<file path="config.mk">
export PLATFORM = sky130hd
export DESIGN_NAME = vec_level_latch
export DESIGN_NICKNAME = d
export VERILOG_FILES = /design/src/rtl/vll_pkg.sv /design/src/rtl/vll_level_bank.sv /design/src/rtl/vll_prio_pick.sv /design/src/rtl/vll_err_status.sv /design/src/rtl/vec_level_latch.sv
export SDC_FILE = /design/constraint.sdc
export NUM_CORES = 1
export LEC_CHECK = 0
export ABC_AREA = 1
export BUFFER_PORTS_ARGS = -buffer_cell sky130_fd_sc_hd__buf_2
export CORE_MARGIN = 10
export CORE_UTILIZATION = 51
export CTS_CLUSTER_SIZE = 16
export DETAILED_ROUTE_END_ITERATION = 8
export GPL_ROUTABILITY_DRIVEN = 0
export PLACE_DENSITY = 0.65
export SLEW_MARGIN = 15
export SYNTH_ARGS = -nofsm -noshare
export SYNTH_HDL_FRONTEND = slang
export SYNTH_SLANG_ARGS = --single-unit
</file>
<file path="constraint.sdc">
create_clock -name clk -period 12.9 [get_ports clk]
set_clock_uncertainty 0.2 [all_clocks]
set_input_delay 0.645 -clock clk [delete_from_list [all_inputs] [get_ports clk]]
set_output_delay 0.645 -clock clk [all_outputs]
set_load 0.01 [all_outputs]
</file>
<file path="src/rtl/vll_pkg.sv">
package vll_pkg;
   typedef struct packed {
      logic valid;
      logic accept;
   } vll_rsp_t;

   localparam int unsigned VLL_ERR_SEND_ACCEPT = 2;
endpackage

</file>
<file path="src/rtl/vll_level_bank.sv">
module vll_level_bank #(
   parameter int unsigned LO_W  = 4,
   parameter int unsigned SLOTS = 2
) (
   input  logic            clk,
   input  logic            rst_n,
   input  logic            clr_en,
   input  logic [LO_W-1:0] clr_lo,
   input  logic            wr_en,
   input  logic [LO_W-1:0] q_lo,
   output logic            q_hit,
   output logic            q_free,
   output logic            top_valid,
   output logic [LO_W-1:0] top_lo
);
   logic [SLOTS-1:0] vld_q;
   logic [LO_W-1:0]  lo_q [SLOTS];
   logic [SLOTS-1:0] keep;
   logic [SLOTS-1:0] match;
   logic [SLOTS-1:0] ins_oh;
   logic             do_ins;

   always_comb begin
      for (int s = 0; s < SLOTS; s++) begin
         keep[s]  = vld_q[s] & ~(clr_en && (lo_q[s] == clr_lo));
         match[s] = keep[s] & (lo_q[s] == q_lo);
      end
   end

   assign q_hit  = |match;
   assign q_free = |(~keep);
   assign do_ins = wr_en & ~q_hit;

   generate
      if (SLOTS == 1) begin : g_single
         assign ins_oh = ~keep;
      end else begin : g_multi
         always_comb begin
            logic found;
            found  = 1'b0;
            ins_oh = '0;
            for (int s = 0; s < SLOTS; s++) begin
               if (!keep[s] && !found) begin
                  ins_oh[s] = 1'b1;
                  found     = 1'b1;
               end
            end
         end
      end
   endgenerate

   always_comb begin
      top_valid = 1'b0;
      top_lo    = '0;
      for (int s = 0; s < SLOTS; s++) begin
         if (vld_q[s] && (!top_valid || lo_q[s] > top_lo)) begin
            top_lo    = lo_q[s];
            top_valid = 1'b1;
         end
      end
   end

   always_ff @(posedge clk or negedge rst_n) begin
      if (!rst_n) begin
         vld_q <= '0;
         for (int s = 0; s < SLOTS; s++) lo_q[s] <= '0;
      end else begin
         vld_q <= keep | (do_ins ? ins_oh : '0);
         for (int s = 0; s < SLOTS; s++) begin
            if (do_ins && ins_oh[s]) lo_q[s] <= q_lo;
         end
      end
   end
endmodule

</file>
<file path="src/rtl/vll_prio_pick.sv">
module vll_prio_pick #(
   parameter int unsigned N     = 16,
   parameter int unsigned IDX_W = 4
) (
   input  logic [N-1:0]     req,
   output logic             any,
   output logic [IDX_W-1:0] idx
);
   always_comb begin
      any = 1'b0;
      idx = '0;
      for (int i = 0; i < N; i++) begin
         if (req[i]) begin
            any = 1'b1;
            idx = IDX_W'(i);
         end
      end
   end
endmodule

</file>
<file path="src/rtl/vll_err_status.sv">
module vll_err_status #(
   parameter int unsigned ERR_W   = 8,
   parameter int unsigned ERR_BIT = 2
) (
   input  logic             clk,
   input  logic             rst_n,
   input  logic             rej_evt,
   input  logic             clr,
   output logic [ERR_W-1:0] status
);
   generate
      for (genvar b = 0; b < ERR_W; b++) begin : g_bit
         if (b == ERR_BIT) begin : g_sticky
            always_ff @(posedge clk or negedge rst_n) begin
               if (!rst_n)       status[b] <= 1'b0;
               else if (rej_evt) status[b] <= 1'b1;
               else if (clr)     status[b] <= 1'b0;
            end
         end else begin : g_zero
            assign status[b] = 1'b0;
         end
      end
   endgenerate
endmodule

</file>
<file path="src/rtl/vec_level_latch.sv">
module vec_level_latch
   import vll_pkg::*;
#(
   parameter int unsigned VEC_W   = 8,
   parameter int unsigned LVL_W   = 4,
   parameter int unsigned SLOTS   = 2,
   parameter int unsigned ERR_W   = 8,
   parameter int unsigned ERR_BIT = VLL_ERR_SEND_ACCEPT
) (
   input  logic             clk,
   input  logic             rst_n,
   input  logic             req_valid,
   input  logic [VEC_W-1:0] req_vec,
   output logic             req_ready,
   output logic             rsp_valid,
   output logic             rsp_accept,
   input  logic             rsp_ready,
   output logic             core_valid,
   output logic [VEC_W-1:0] core_vec,
   input  logic             eoi,
   input  logic             tx_rsp_valid,
   input  logic             tx_rsp_accept,
   input  logic             err_clr,
   output logic [ERR_W-1:0] err_status
);
   localparam int unsigned LVLS = 1 << LVL_W;
   localparam int unsigned LO_W = VEC_W - LVL_W;

   generate
      if (LVL_W < 1 || LVL_W >= VEC_W) begin : g_bad_lvl
         $error("LVL_W must be between 1 and VEC_W-1");
      end
      if (SLOTS < 1) begin : g_bad_slots
         $error("SLOTS must be at least 1");
      end
      if (ERR_BIT >= ERR_W) begin : g_bad_err
         $error("ERR_BIT must lie inside ERR_W");
      end
   endgenerate

   logic [LVL_W-1:0] req_lvl;
   logic [LO_W-1:0]  req_lo;
   logic             take;
   logic             acc;
   logic [LVLS-1:0]  hit_v;
   logic [LVLS-1:0]  free_v;
   logic [LVLS-1:0]  top_vld_v;
   logic [LO_W-1:0]  top_lo_a [LVLS];
   logic [LVL_W-1:0] core_lvl;
   logic [LO_W-1:0]  core_lo;
   logic             retire;
   vll_rsp_t         rsp_q;

   assign req_lvl = req_vec[VEC_W-1 -: LVL_W];
   assign req_lo  = req_vec[LO_W-1:0];
   assign req_ready = ~rsp_q.valid | rsp_ready;
   assign take    = req_valid & req_ready;
   assign acc     = hit_v[req_lvl] | free_v[req_lvl];
   assign retire  = eoi & core_valid;

   generate
      for (genvar l = 0; l < LVLS; l++) begin : g_lvl
         vll_level_bank #(.LO_W(LO_W), .SLOTS(SLOTS)) u_bank (
            .clk       (clk),
            .rst_n     (rst_n),
            .clr_en    (retire && (core_lvl == LVL_W'(l))),
            .clr_lo    (core_lo),
            .wr_en     (take && acc && (req_lvl == LVL_W'(l))),
            .q_lo      (req_lo),
            .q_hit     (hit_v[l]),
            .q_free    (free_v[l]),
            .top_valid (top_vld_v[l]),
            .top_lo    (top_lo_a[l])
         );
      end
   endgenerate

   vll_prio_pick #(.N(LVLS), .IDX_W(LVL_W)) u_pick (
      .req (top_vld_v),
      .any (core_valid),
      .idx (core_lvl)
   );

   assign core_lo  = top_lo_a[core_lvl];
   assign core_vec = core_valid ? {core_lvl, core_lo} : '0;

   always_ff @(posedge clk or negedge rst_n) begin
      if (!rst_n) begin
         rsp_q <= '0;
      end else if (take) begin
         rsp_q.valid  <= 1'b1;
         rsp_q.accept <= acc;
      end else if (rsp_ready) begin
         rsp_q.valid <= 1'b0;
      end
   end

   assign rsp_valid  = rsp_q.valid;
   assign rsp_accept = rsp_q.accept;

   vll_err_status #(.ERR_W(ERR_W), .ERR_BIT(ERR_BIT)) u_err (
      .clk     (clk),
      .rst_n   (rst_n),
      .rej_evt (tx_rsp_valid & ~tx_rsp_accept),
      .clr     (err_clr),
      .status  (err_status)
   );
endmodule

</file>
# ---- Word level (Yosys, flattened, before mapping)
# Index checks and enable logic that the tools add are counted.
dict set report word_totals {
  out_inout_bits 20
  ff_bits 163
  wordCells 699
  inputBits 16
}
dict set report op_classes {
  eq_ne 94
  n_lt_le_gt_ge 18
  reduce_logical 213
  mux 155
  bitwise_logic 168
}
# op count
set op_table {}
lappend op_table {{$eq A4 B4 Y1} 64}
lappend op_table {{$mux W4} 42}
lappend op_table {{$logic_and A1 B1 Y1} 129}
lappend op_table {{$mux W1} 87}
lappend op_table {{$and A1 B1 Y1} 83}
lappend op_table {{$eq A4 B4 Y1 const B} 16}
lappend op_table {{$gt A4 B4 Y1} 16}
lappend op_table {{$reduce_or A2 Y1} 32}
lappend op_table {{$not A1 Y1} 50}
lappend op_table {{$mux W2} 18}
lappend op_table {{$eq A4 B3 Y1 const B} 8}
lappend op_table {{$logic_not A1 Y1} 32}
lappend op_table {{$not A2 Y2} 16}
lappend op_table {{$or A2 B2 Y2} 16}
lappend op_table {{$bmux W4 S4} 1}
lappend op_table {{$eq A4 B2 Y1 const B} 4}
lappend op_table {{$logic_or A1 B1 Y1} 16}
lappend op_table {{$mux W3} 4}
lappend op_table {{$bmux W1 S4} 2}
lappend op_table {{$eq A4 B1 Y1 const B} 2}
lappend op_table {{$logic_not A4 Y1} 2}
lappend op_table {{$mux W8} 1}
lappend op_table {{$ge A5 B5 Y1 const B} 1}
lappend op_table {{$lt A4 B5 Y1 const B} 1}
lappend op_table {{other kinds (3)} 5}

# ---- Logic depth before layout (Yosys ltp)
# Gate-level depths: netlist (run 1).
dict set report logic_depth {
  ltp_word 38
  ltp_mapped 42
  mapped_depth_nobuf 38
}

# ---- Hierarchy
# A second synthesis (run 1) with hierarchy kept.
dict set report hier_totals {
  cells_unflattened 2506
  hier_area_um2 15657.5
}
# mod seq_area_each_um2 instances cells_each area_per_inst_um2
set by_module_without_submodules {}
lappend by_module_without_submodules {vll_level_bank 250.2 16 135 877.1}
lappend by_module_without_submodules {vec_level_latch 50.0 1 285 1322.5}
lappend by_module_without_submodules {vll_prio_pick 0.0 1 48 205.2}
lappend by_module_without_submodules {vll_err_status 25.0 1 13 96.3}

# ---- Worst setup path after synthesis (run 1)
# Ideal clock, no wire load.
dict set report synth_path {
  path_kind {register to register}
  from {reg g_lvl[13].u_bank.vld_q[0]}
  to {reg g_lvl[4].u_bank.vld_q[1]}
  path_buffers 4
  required_ps 12567
  path_stages_with_launch 33
  path_slack_ps 8793
  setup_time_ps 133
  synth_period_minus_slack_ps 4107
  arrival_time_ps 3774
  cell_sequence {dfrtp_1 > clkbuf_1 > nand2_1 > ha_1 > nand2_1 > o21ai_0 > o21ai_0 > nand2_1 > nand2_1 > nand2_1 > o21ai_0 > nand3_1 > nand2_1 > inv_1 > nand3_1 > nand2_1 > nand2_1 > nor2_2 > buf_4 > buf_4 > xor2_1 > nand3_1 > nand3_1 > nand2_1 > nand2_1 > nand2_1 > o21ai_1 > nand2_1 > nor2_1 > nand2_1 > buf_2 > nand4_1 > o21ai_0}
}
dict set report synth_via {
  elab_chain_len 26
  word_cells_on_any_way 273
  classes_between {order compare (1); eq/ne (47); mux (19); bitwise (118); reduce/logical (88)}
}
# item line_no
set synth_rtl {}
lappend synth_rtl {{from (decl)} vll_level_bank.sv:16} ;# logic [SLOTS-1:0] vld_q;
lappend synth_rtl {{from (signal assigned)} vll_level_bank.sv:68} ;# vld_q <= keep | (do_ins ? ins_oh : '0);
lappend synth_rtl {{$mux W4 or $mux W1 (tied branches)} vll_level_bank.sv:56} ;# if (vld_q[s] && (!top_valid || lo_q[s] > top_lo)) begin
lappend synth_rtl {{$gt A4 B4 Y1 or $logic_not A1 Y1 (tied branches)} vll_level_bank.sv:56}
lappend synth_rtl {{$logic_or A1 B1 Y1} vll_level_bank.sv:56}
lappend synth_rtl {{$logic_and A1 B1 Y1} vll_level_bank.sv:56}
lappend synth_rtl {{$mux W1} vll_level_bank.sv:56}
lappend synth_rtl {{$mux W4 (3 in series)} vll_prio_pick.sv:13} ;# if (req[i]) begin
lappend synth_rtl {{$not A4 Y5 (not written as such)} vec_level_latch.sv:84} ;# assign core_lo = top_lo_a[core_lvl];
lappend synth_rtl {{$bmux W4 S4} vec_level_latch.sv:84}
lappend synth_rtl {{[... 7 more ...]} --}
lappend synth_rtl {{$reduce_or A2 Y1, on equally long branches} {vll_level_bank.sv:30, vll_level_bank.sv:31}}
lappend synth_rtl {{$bmux W1 S4} vec_level_latch.sv:58} ;# assign acc = hit_v[req_lvl] | free_v[req_lvl];
lappend synth_rtl {{$mux W1 (not written as such)} vec_level_latch.sv:58}
lappend synth_rtl {{$or A1 B1 Y1} vec_level_latch.sv:58}
lappend synth_rtl {{$logic_and A1 B1 Y1 (2 in series)} vec_level_latch.sv:68} ;# .wr_en (take && acc && (req_lvl == LVL_W'(l))),
lappend synth_rtl {{$and A1 B1 Y1} vll_level_bank.sv:32} ;# assign do_ins = wr_en & ~q_hit;
lappend synth_rtl {{$mux W2} vll_level_bank.sv:68}
lappend synth_rtl {{$or A2 B2 Y2 *} vll_level_bank.sv:68}
lappend synth_rtl {{to (signal assigned)} vll_level_bank.sv:68}
lappend synth_rtl {{to (decl)} vll_level_bank.sv:16}
# Mark *: on every way between the ends. The rest lies on a longest branch, timed or not. The select of a mux whose other input is x is not followed.
# A chain may end at the register's enable or synchronous reset.

# ---- Worst setup path after layout (run 1)
dict set report layout_path {
  from {reg g_lvl[3].u_bank.vld_q[0]}
  to {reg g_lvl[9].u_bank.lo_q[5] (netlist name)}
}
dict set report layout_via {
  elab_chain_len 35
  word_cells_on_any_way 290
  classes_between {order compare (1); eq/ne (47); mux (38); bitwise (117); reduce/logical (87)}
}
# item line_no
set layout_rtl {}
lappend layout_rtl {{from (decl)} vll_level_bank.sv:16}
lappend layout_rtl {{from (signal assigned)} vll_level_bank.sv:68}
lappend layout_rtl {{$mux W4 or $mux W1 (tied branches)} vll_level_bank.sv:56}
lappend layout_rtl {{$gt A4 B4 Y1 or $logic_not A1 Y1 (tied branches)} vll_level_bank.sv:56}
lappend layout_rtl {{$logic_or A1 B1 Y1} vll_level_bank.sv:56}
lappend layout_rtl {{$logic_and A1 B1 Y1} vll_level_bank.sv:56}
lappend layout_rtl {{$mux W1} vll_level_bank.sv:56}
lappend layout_rtl {{$mux W2} vll_prio_pick.sv:13}
lappend layout_rtl {{$mux W3 (4 in series)} vll_prio_pick.sv:13}
lappend layout_rtl {{$mux W4 (8 in series)} vll_prio_pick.sv:13}
lappend layout_rtl {{[... 8 more ...]} --}
lappend layout_rtl {{$and A1 B1 Y1 or $not A2 Y2 (tied branches)} {vll_level_bank.sv:26, vll_level_bank.sv:31}}
lappend layout_rtl {{$reduce_or A2 Y1, on equally long branches} {vll_level_bank.sv:30, vll_level_bank.sv:31}}
lappend layout_rtl {{$bmux W1 S4} vec_level_latch.sv:58}
lappend layout_rtl {{$mux W1 (not written as such)} vec_level_latch.sv:58}
lappend layout_rtl {{$or A1 B1 Y1} vec_level_latch.sv:58}
lappend layout_rtl {{$logic_and A1 B1 Y1 (2 in series)} vec_level_latch.sv:68}
lappend layout_rtl {{$and A1 B1 Y1} vll_level_bank.sv:32}
lappend layout_rtl {{$logic_and A1 B1 Y1 *} vll_level_bank.sv:70} ;# if (do_ins && ins_oh[s]) lo_q[s] <= q_lo;
lappend layout_rtl {{to (signal, indexed assignment)} vll_level_bank.sv:70}
lappend layout_rtl {{to (decl)} vll_level_bank.sv:17} ;# logic [LO_W-1:0] lo_q [SLOTS];
# Marked as above.

==> results of run 1 <==
[how the worst max path moves through the flow]
stage,cells past startpoint,from,end,slack (ns)
detailed placement,29,g_lvl[3].u_bank.vld_q[0],g_lvl[9].u_bank.lo_q[5],5.68
finish,29,g_lvl[3].u_bank.vld_q[0],g_lvl[9].u_bank.lo_q[5],5.46
global placement,28,g_lvl[3].u_bank.vld_q[0],g_lvl[9].u_bank.lo_q[5],5.45
CTS,29,g_lvl[3].u_bank.vld_q[0],g_lvl[9].u_bank.lo_q[5],5.64
floorplan,32,g_lvl[13].u_bank.vld_q[0],g_lvl[4].u_bank.vld_q[1],8.79
global route,30,g_lvl[3].u_bank.vld_q[0],g_lvl[7].u_bank.lo_q[3],4.87
[stage by stage]
step	setup slack (ns)	cell area, sq um	cells
final	5.46	15900	2737
after global routing	4.87	15900	2737
after global placement	5.45	15300	2703
after floorplan	8.79	15100	2387
after CTS	5.64	15900	2737
after detailed placement	5.68	15400	2704
[layout by cell type (no fill, tap or decap), types with 23 or more instances in the layout]
cell type and instances:
nor4_1 33, a21oi_1 38, nor2_1 199, nand4_1 194, o21ai_0 124, dfrtp_1 163, xor2_1 135, buf_4 32
nand3_1 120, nand2_1 877, inv_1 202, buf_2 23, ha_1 64
[cell type report]
class | count | area (sq um) | share of cell area, %
Clock buffer | 23 | 468 | 2.94
Clock inverter | 9 | 105 | 0.659
Inverter | 210 | 788 | 4.95
Multi-Input combinational cell | 1890 | 9610 | 60.3
Sequential cell | 163 | 4080 | 25.6
Tap cell | 384 | 480 | 3.01
Timing Repair Buffer | 58 | 404 | 2.54
[report_power, final]
group | leakage (nW) | total (mW) | internal (mW) | switching, mW
clock network | 0.269 | 0.519 | 0.294 | 0.225
logic | 6.21 | 3.19 | 0.942 | 2.25
registers | 2.15 | 0.806 | 0.617 | 0.189
total | 8.63 | 4.52 | 1.85 | 2.66
[cell families (layout without fill, tap and decap cells)]
kind of cell	after synthesis	after routing
other	1	7
XOR/XNOR	152	152
buffers and inverters	334	300
adder cells (fa/ha/maj)	64	64
AND/OR/NAND/NOR	1479	1479
flip-flops	163	163
AO/OA/AOI/OAI	188	188
[per-layer routing]
layer  vias up  track usage [%]  share of wire, %
li1       7651                -                 -
met1      7324             37.8                44
met2       666             43.2                44
met3       118             5.28               8.3
met4         0             10.5               3.1
met5         -                0                 0
[registers in the layout, summed over array words and instances (netlist names)]
register            cells
rsp_valid               1
g_lvl.u_bank.vld_q     32
g_lvl.u_bank.lo_q     128
rsp_accept              1
u_err.status            1
[critical path: cells and delay by family (launching register included)]
| kind | cells | cell delay, ns |
|---|---|---|
| buffers and inverters | 3 | 1.66 |
| and+or+nand+nor | 23 | 3.90 |
| DFF | 1 | 0.47 |
| AOI/OAI and AO/OA | 3 | 0.97 |
[repair_timing]
item                                    4_1_cts  5_1_grt
hold buffers                                  1        0
endpoints found under the hold margin        49        0
endpoints found under the setup margin        0        0
gates resized for setup                       0        0
==> impl_results.md, run 1 <==
* Critical path arrival at 7.62 ns
* I/O pin cnt at 36
* CTS Buf Count at 17
* Initial core utilization at 52.2%
* Final number of hold-violating endpoints at 0
* Hpwl dp at 34900 microns
* Worst R2R End: g_lvl[9].u_bank.lo_q[5]
* RSZ-0062 raised after global routing: false
* Core ar. at 0.0289 sq mm
* Total power at 4.52 mW
* Max VDD drop at 0.000451 V
* Hold endpoint: u_err.status[2]
* Fraction of the mapped netlist area in adder cells at 5.31%
* Hold Path Origin: err_clr
* F_max at 0.134 GHz
* Simple-gate share of the synthesized area at 42.8%
* Synth top cells by count: nand2_1, inv_1, nor2_1
* Die Y at 192 microns
* Final core utilization at 55.1%
* Post-route ant nets at 0
* Synthesized instance count at 2381
* Avg Cell Area, Syn at 6.34 sq um
* Initial DRC Count at 1529
* EDFF count, synth at 0
* Min Tclk post-route at 7.44 ns
* Port Buf Inserts at 28
* Share of the synthesized area in the top cell type at 27.0%
* Worst path required time at 13.08 ns
* Total gr overflow at 0
* CTS tree: done
* CTS clock-pin slew for the worst setup and hold paths at 0.07 ns
* Seq/Total Area, Yosys at 27.0%
* Pwr dens at 283 mW/mm^2
* Complex-gate fraction of the synthesized area at 6.45%
* Hold Crit Class: input port to flop
* Synth cell types at 38
* Ranking of synthesized cells by area: dfrtp_1, nand2_1, nand4_1
* Residual DRC at 0
* CP endpoint kind: flop
* Gr usage total at 27.9%
* Vias in the first global route at 14764
* Worst slew pin tran at 1.19 ns
* R2R Path Start: g_lvl[3].u_bank.vld_q[0]
* Count of final setup violators at 0
* Filler cell count at 2826
* Area of the mapped netlist at 0.0151 sq mm
* Clock Latency Late Sink at 0.46 ns
* Register-to-Register Setup Slack at 5.46 ns
* Slowest stage delay, CP at 0.94 ns
* WS Path Type: flop to flop
* Clock Sinks at 163
* Die W at 192 microns
* Post-CTS setup buffers at 0
* Worst Path Max Fanout at 105
* Initial antenna violation count at 0
* Post-synthesis xor/xnor area fraction at 8.82%
* Worst rel slew slack at 20.3%
* Die area at 0.0369 sq mm
* Hold path depth at 2
* Cell taking the most area after synthesis: dfrtp_1
* Post-Route WL at 50800 microns
* Maxcap violations at 0
* Bufs on Longest Clock Path at 2
* DR vias at 15759
* Share of synthesized area spent on multiplexers at 0%
* Status: completed
* Crit path launch type: flop
* Yosys warns at 0
* Final Max Slew Viols at 0
* Diodes inserted at 0
* First-pass GRT wire length at 81400 microns
* Setup TNS at 0 ns
* DR vias/cell at 5.76
* Pleak at 8.63 nW
* Layout cells sized above 1 at 5.18%
* Hold slack at 0.176 ns
* Largest net degree at the start of global routing at 106
* Largest family of logic cells by synthesized area: simple AND/OR/NAND/NOR gates
* Most frequent cell after synthesis: nand2_1
* Root Driver: clkbuf_16
* Row count at 62
* Async S/R FF share, synth at 100%
* P&R area growth vs syn at 5.59%
* Final worst path period share at 57.7%
* Yosys reg bits at 163
* DRT Pass-1 Iters at 6
* Clock H-tree levels at 4
* Ys flop type: dfrtp_1
* Drt wl/cell at 18.6 microns
* Most used cell, CP: nand2_1
* Worst path slowest cell: buf_4
* # nets final at 2420
* R2R depth at 29
No activity file was read; power rests on OpenSTA's default activity.
==> inputs of run 2 (changes only) <==
==> constraint.sdc (replaced) <==
create_clock -name clk -period 6.95 [get_ports clk]
set_clock_uncertainty 0.2 [all_clocks]
set_input_delay 0.3475 -clock clk [delete_from_list [all_inputs] [get_ports clk]]
set_output_delay 0.3475 -clock clk [all_outputs]
set_load 0.01 [all_outputs]
==> run 2 against run 1 <==
Compared with the run above:
- largest power group unchanged
- die area is the same
- power rose by 86%
- worst setup slack got worse by 4.6 ns
==> impl_results.md, run 2 (synthesis results as in run 1) <==
* Status: completed
* Critical path arrival at 6.20 ns (-1.42 ns)
* CTS clock-pin slew for the worst setup and hold paths at 0.07 ns (about the same)
* Root Driver: clkbuf_16
* Worst path required time at 7.10 ns (-5.98 ns)
* CTS Buf Count at 17 (unchanged)
* Final number of hold-violating endpoints at 0 (unchanged)
* First-pass GRT wire length at 80600 microns (-1.0%)
* Port Buf Inserts at 28 (unchanged)
* Clock Power Share at 12.1% (+0.6 points)
* Commonest non-fill, non-tap cells in the layout: nand2_1, inv_1, nor2_1
* Sw power at 4.93 mW (+85%)
* Maxcap violations at 0 (unchanged)
* Layout cells sized above 1 at 5.40% (+0.21 points)
* GR met1 Demand/Resource at 37.5% (-0.28 points)
* Bufs on Longest Clock Path at 2 (unchanged)
* DR vias/cell at 5.74 (-0.39%)
* Filler cell count at 2897 (+2.5%)
* Hold Path Origin: req_valid
* R2R Path Start: g_lvl[11].u_bank.vld_q[0]
* P&R area growth vs syn at 6.12%
* Worst rel slew slack at 19.1% (-1.2 points)
* CTS tree: done
* R2R depth at 21 (-28%)
* Most used routing layer: met2
* Die Y at 192 microns (unchanged)
* Crit path cell chain: nor2_1, nand2_1, nor2_1, nor2_1, nor2_4, inv_2, nand4_1, nand3_1, nand2_1, nand2_2, nor2_8, buf_4, nor2_1, nor2_1, nand3_1, nand3_1, nand2_1, nor3_1, nand4_1, nand2_1, nand2_1
* GR Layer Usage met2 at 42.5% (-0.75 points)
* Hold path depth at 3 (+1)
* I/O pin cnt at 36 (unchanged)
* Gr usage total at 27.6% (-0.28 points)
* Die W at 192 microns (unchanged)
* Cells after DPL at 2702 (-0.074%)
* Combinational Power Share at 70.0% (-0.7 points)
* Worst slew pin tran at 1.20 ns (+0.0179 ns)
* Hpwl dp at 35100 microns (+0.78%)
* RSZ-0062 raised after global routing: false
* Pwr dens at 525 mW/mm^2 (+85%)
* DRT Pass-1 Iters at 8 (+2)
* Finished Layout Cells at 2738 (+0.037%)
* Setup TNS at 0 ns (unchanged)
* Worst Path Max Fanout at 39 (-63%)
* Die area at 0.0369 sq mm (unchanged)
* Row count at 62 (unchanged)
* Max reg flops at 128 (unchanged)
* Diodes inserted at 0 (unchanged)
* P_int at 3.47 mW (+87%)
* Hold endpoint: rsp_valid
* Max VDD drop at 0.000638 V (+42%)
* Initial DRC Count at 1624 (+6.2%)
* Largest net degree at the start of global routing at 79 (-25%)
* Total gr overflow at 0 (unchanged)
* Clock Latency Late Sink at 0.47 ns (about the same)
* Clock Sinks at 163 (unchanged)
* WS Path Type: flop to flop
* Flop pwr share at 17.9% (about the same)
* Vias in the first global route at 14666 (-0.66%)
* CP endpoint kind: flop
* Worst R2R End: g_lvl[13].u_bank.lo_q[3]
* Initial core utilization at 52.2% (unchanged)
* Register-to-Register Setup Slack at 0.90 ns (-4.56 ns)
* Count of final setup violators at 0 (unchanged)
* Slowest stage delay, CP at 0.92 ns (-0.02 ns)
* Most common cell after layout, fill and taps aside: nand2_1
* Final worst path period share at 87.0% (+29 points)
* Hold Crit Class: input port to flop
* Min Tclk post-route at 6.05 ns (-1.39 ns)
* Residual DRC at 0 (unchanged)
* Post-cts sizing count at 0 (unchanged)
* F_max at 0.165 GHz (+23%)
* Post-Route WL at 50800 microns (about the same)
* # nets final at 2421 (+0.041%)
* Initial antenna violation count at 2 (+2)
* DR vias at 15704 (-0.35%)
* Pleak at 8.67 nW (+0.36%)
* M3 GR Usage at 4.33% (-0.94 points)
* Largest regs: g_lvl.u_bank.lo_q (128), g_lvl.u_bank.vld_q (32)
* Core ar. at 0.0289 sq mm (unchanged)
* Sw frac at 58.7% (-0.26 points)
* Most flop-heavy register: g_lvl.u_bank.lo_q
* Drt wl/cell at 18.5 microns (-0.13%)
* Worst path slowest cell: nor3_1
* Clock H-tree levels at 4 (unchanged)
* Final Max Slew Viols at 0 (unchanged)
* Crit path launch type: flop
* Post-route ant nets at 0 (unchanged)
## run 2: changes by cell type in the layout (fill, tap and decap cells not counted), sizes merged
cell / previous run / this run
buf: 57 / 55
clkbuf: 23 / 19
clkinvlp: 4 / 2
dlygate4sd3: 1 / 4
inv: 209 / 215
## run 2: cell type report
| type | count | area [sq um] | area share, % |
|---|---|---|---|
| flip-flops and latches | 163 | 4080 | 25.5 |
| multi-input cells | 1890 | 9630 | 60.1 |
| repair buffers | 59 | 424 | 2.65 |
| inverters | 210 | 788 | 4.92 |
| well taps | 384 | 480 | 3.00 |
| clock inverters | 13 | 164 | 1.02 |
| clock buffers | 19 | 453 | 2.83 |
## run 2: how the worst max path moves through the flow
| stage | slack (ns) | cells after the start | from | endpoint |
|---|---|---|---|---|
| 2_1_floorplan | 2.84 | 32 | g_lvl[13].u_bank.vld_q[0] | g_lvl[4].u_bank.vld_q[1] |
| 3_3_place_gp | 1.06 | 21 | g_lvl[11].u_bank.vld_q[0] | g_lvl[8].u_bank.lo_q[1] |
| 3_5_place_dp | 1.05 | 21 | g_lvl[11].u_bank.vld_q[0] | g_lvl[8].u_bank.lo_q[2] |
| 4_1_cts | 1.02 | 21 | g_lvl[11].u_bank.vld_q[0] | g_lvl[8].u_bank.lo_q[2] |
| 5_1_grt | 0.37 | 29 | g_lvl[7].u_bank.vld_q[0] | g_lvl[3].u_bank.lo_q[1] |
| 6_report | 0.90 | 21 | g_lvl[11].u_bank.vld_q[0] | g_lvl[13].u_bank.lo_q[3] |
## run 2: layer usage
metal	vias to the layer above	wire length, microns
li1	7639	-
met1	7324	22400
met2	620	22500
met3	117	4100
met4	4	1800
met5	-	29
## run 2: stage by stage
step           area (sq um)  worst slack [ns]  util (%)  hold WS (ns)  total power, mW
3_3_place_gp          15300              1.06      53.0         0.150             7.14
6_report              16000             0.902      55.4        0.0699             8.40
5_1_grt               16000             0.369      55.4        0.0858             9.13
4_1_cts               16000              1.02      55.3        0.0505             8.29
2_1_floorplan         15100              2.84         -        -0.148             5.79
3_5_place_dp          15300              1.05      53.0         0.154             7.24
## run 2: repair_timing
item / in CTS / in global routing
endpoints found under the hold margin: 50 / 0
setup buffers: 0 / 0
hold buffers: 4 / 0
## run 2: power groups by stage
| stage | Clock [mW] | Sequential (mW) | Combinational (mW) |
|---|---|---|---|
| global route | 1.07 | 1.53 | 6.53 |
| global placement | 0 | 1.51 | 5.64 |
| detailed placement | 0 | 1.50 | 5.74 |
| finish | 1.02 | 1.50 | 5.88 |
| CTS | 1.04 | 1.49 | 5.76 |
| floorplan | 0 | 1.35 | 4.44 |
## run 2: worst max-delay path, delay by kind of cell (launching register included)
family / cells / cell delay (ns)
AND/OR/NAND/NOR: 19 / 4.44
flip-flops: 1 / 0.46
buffers and inverters: 2 / 0.82
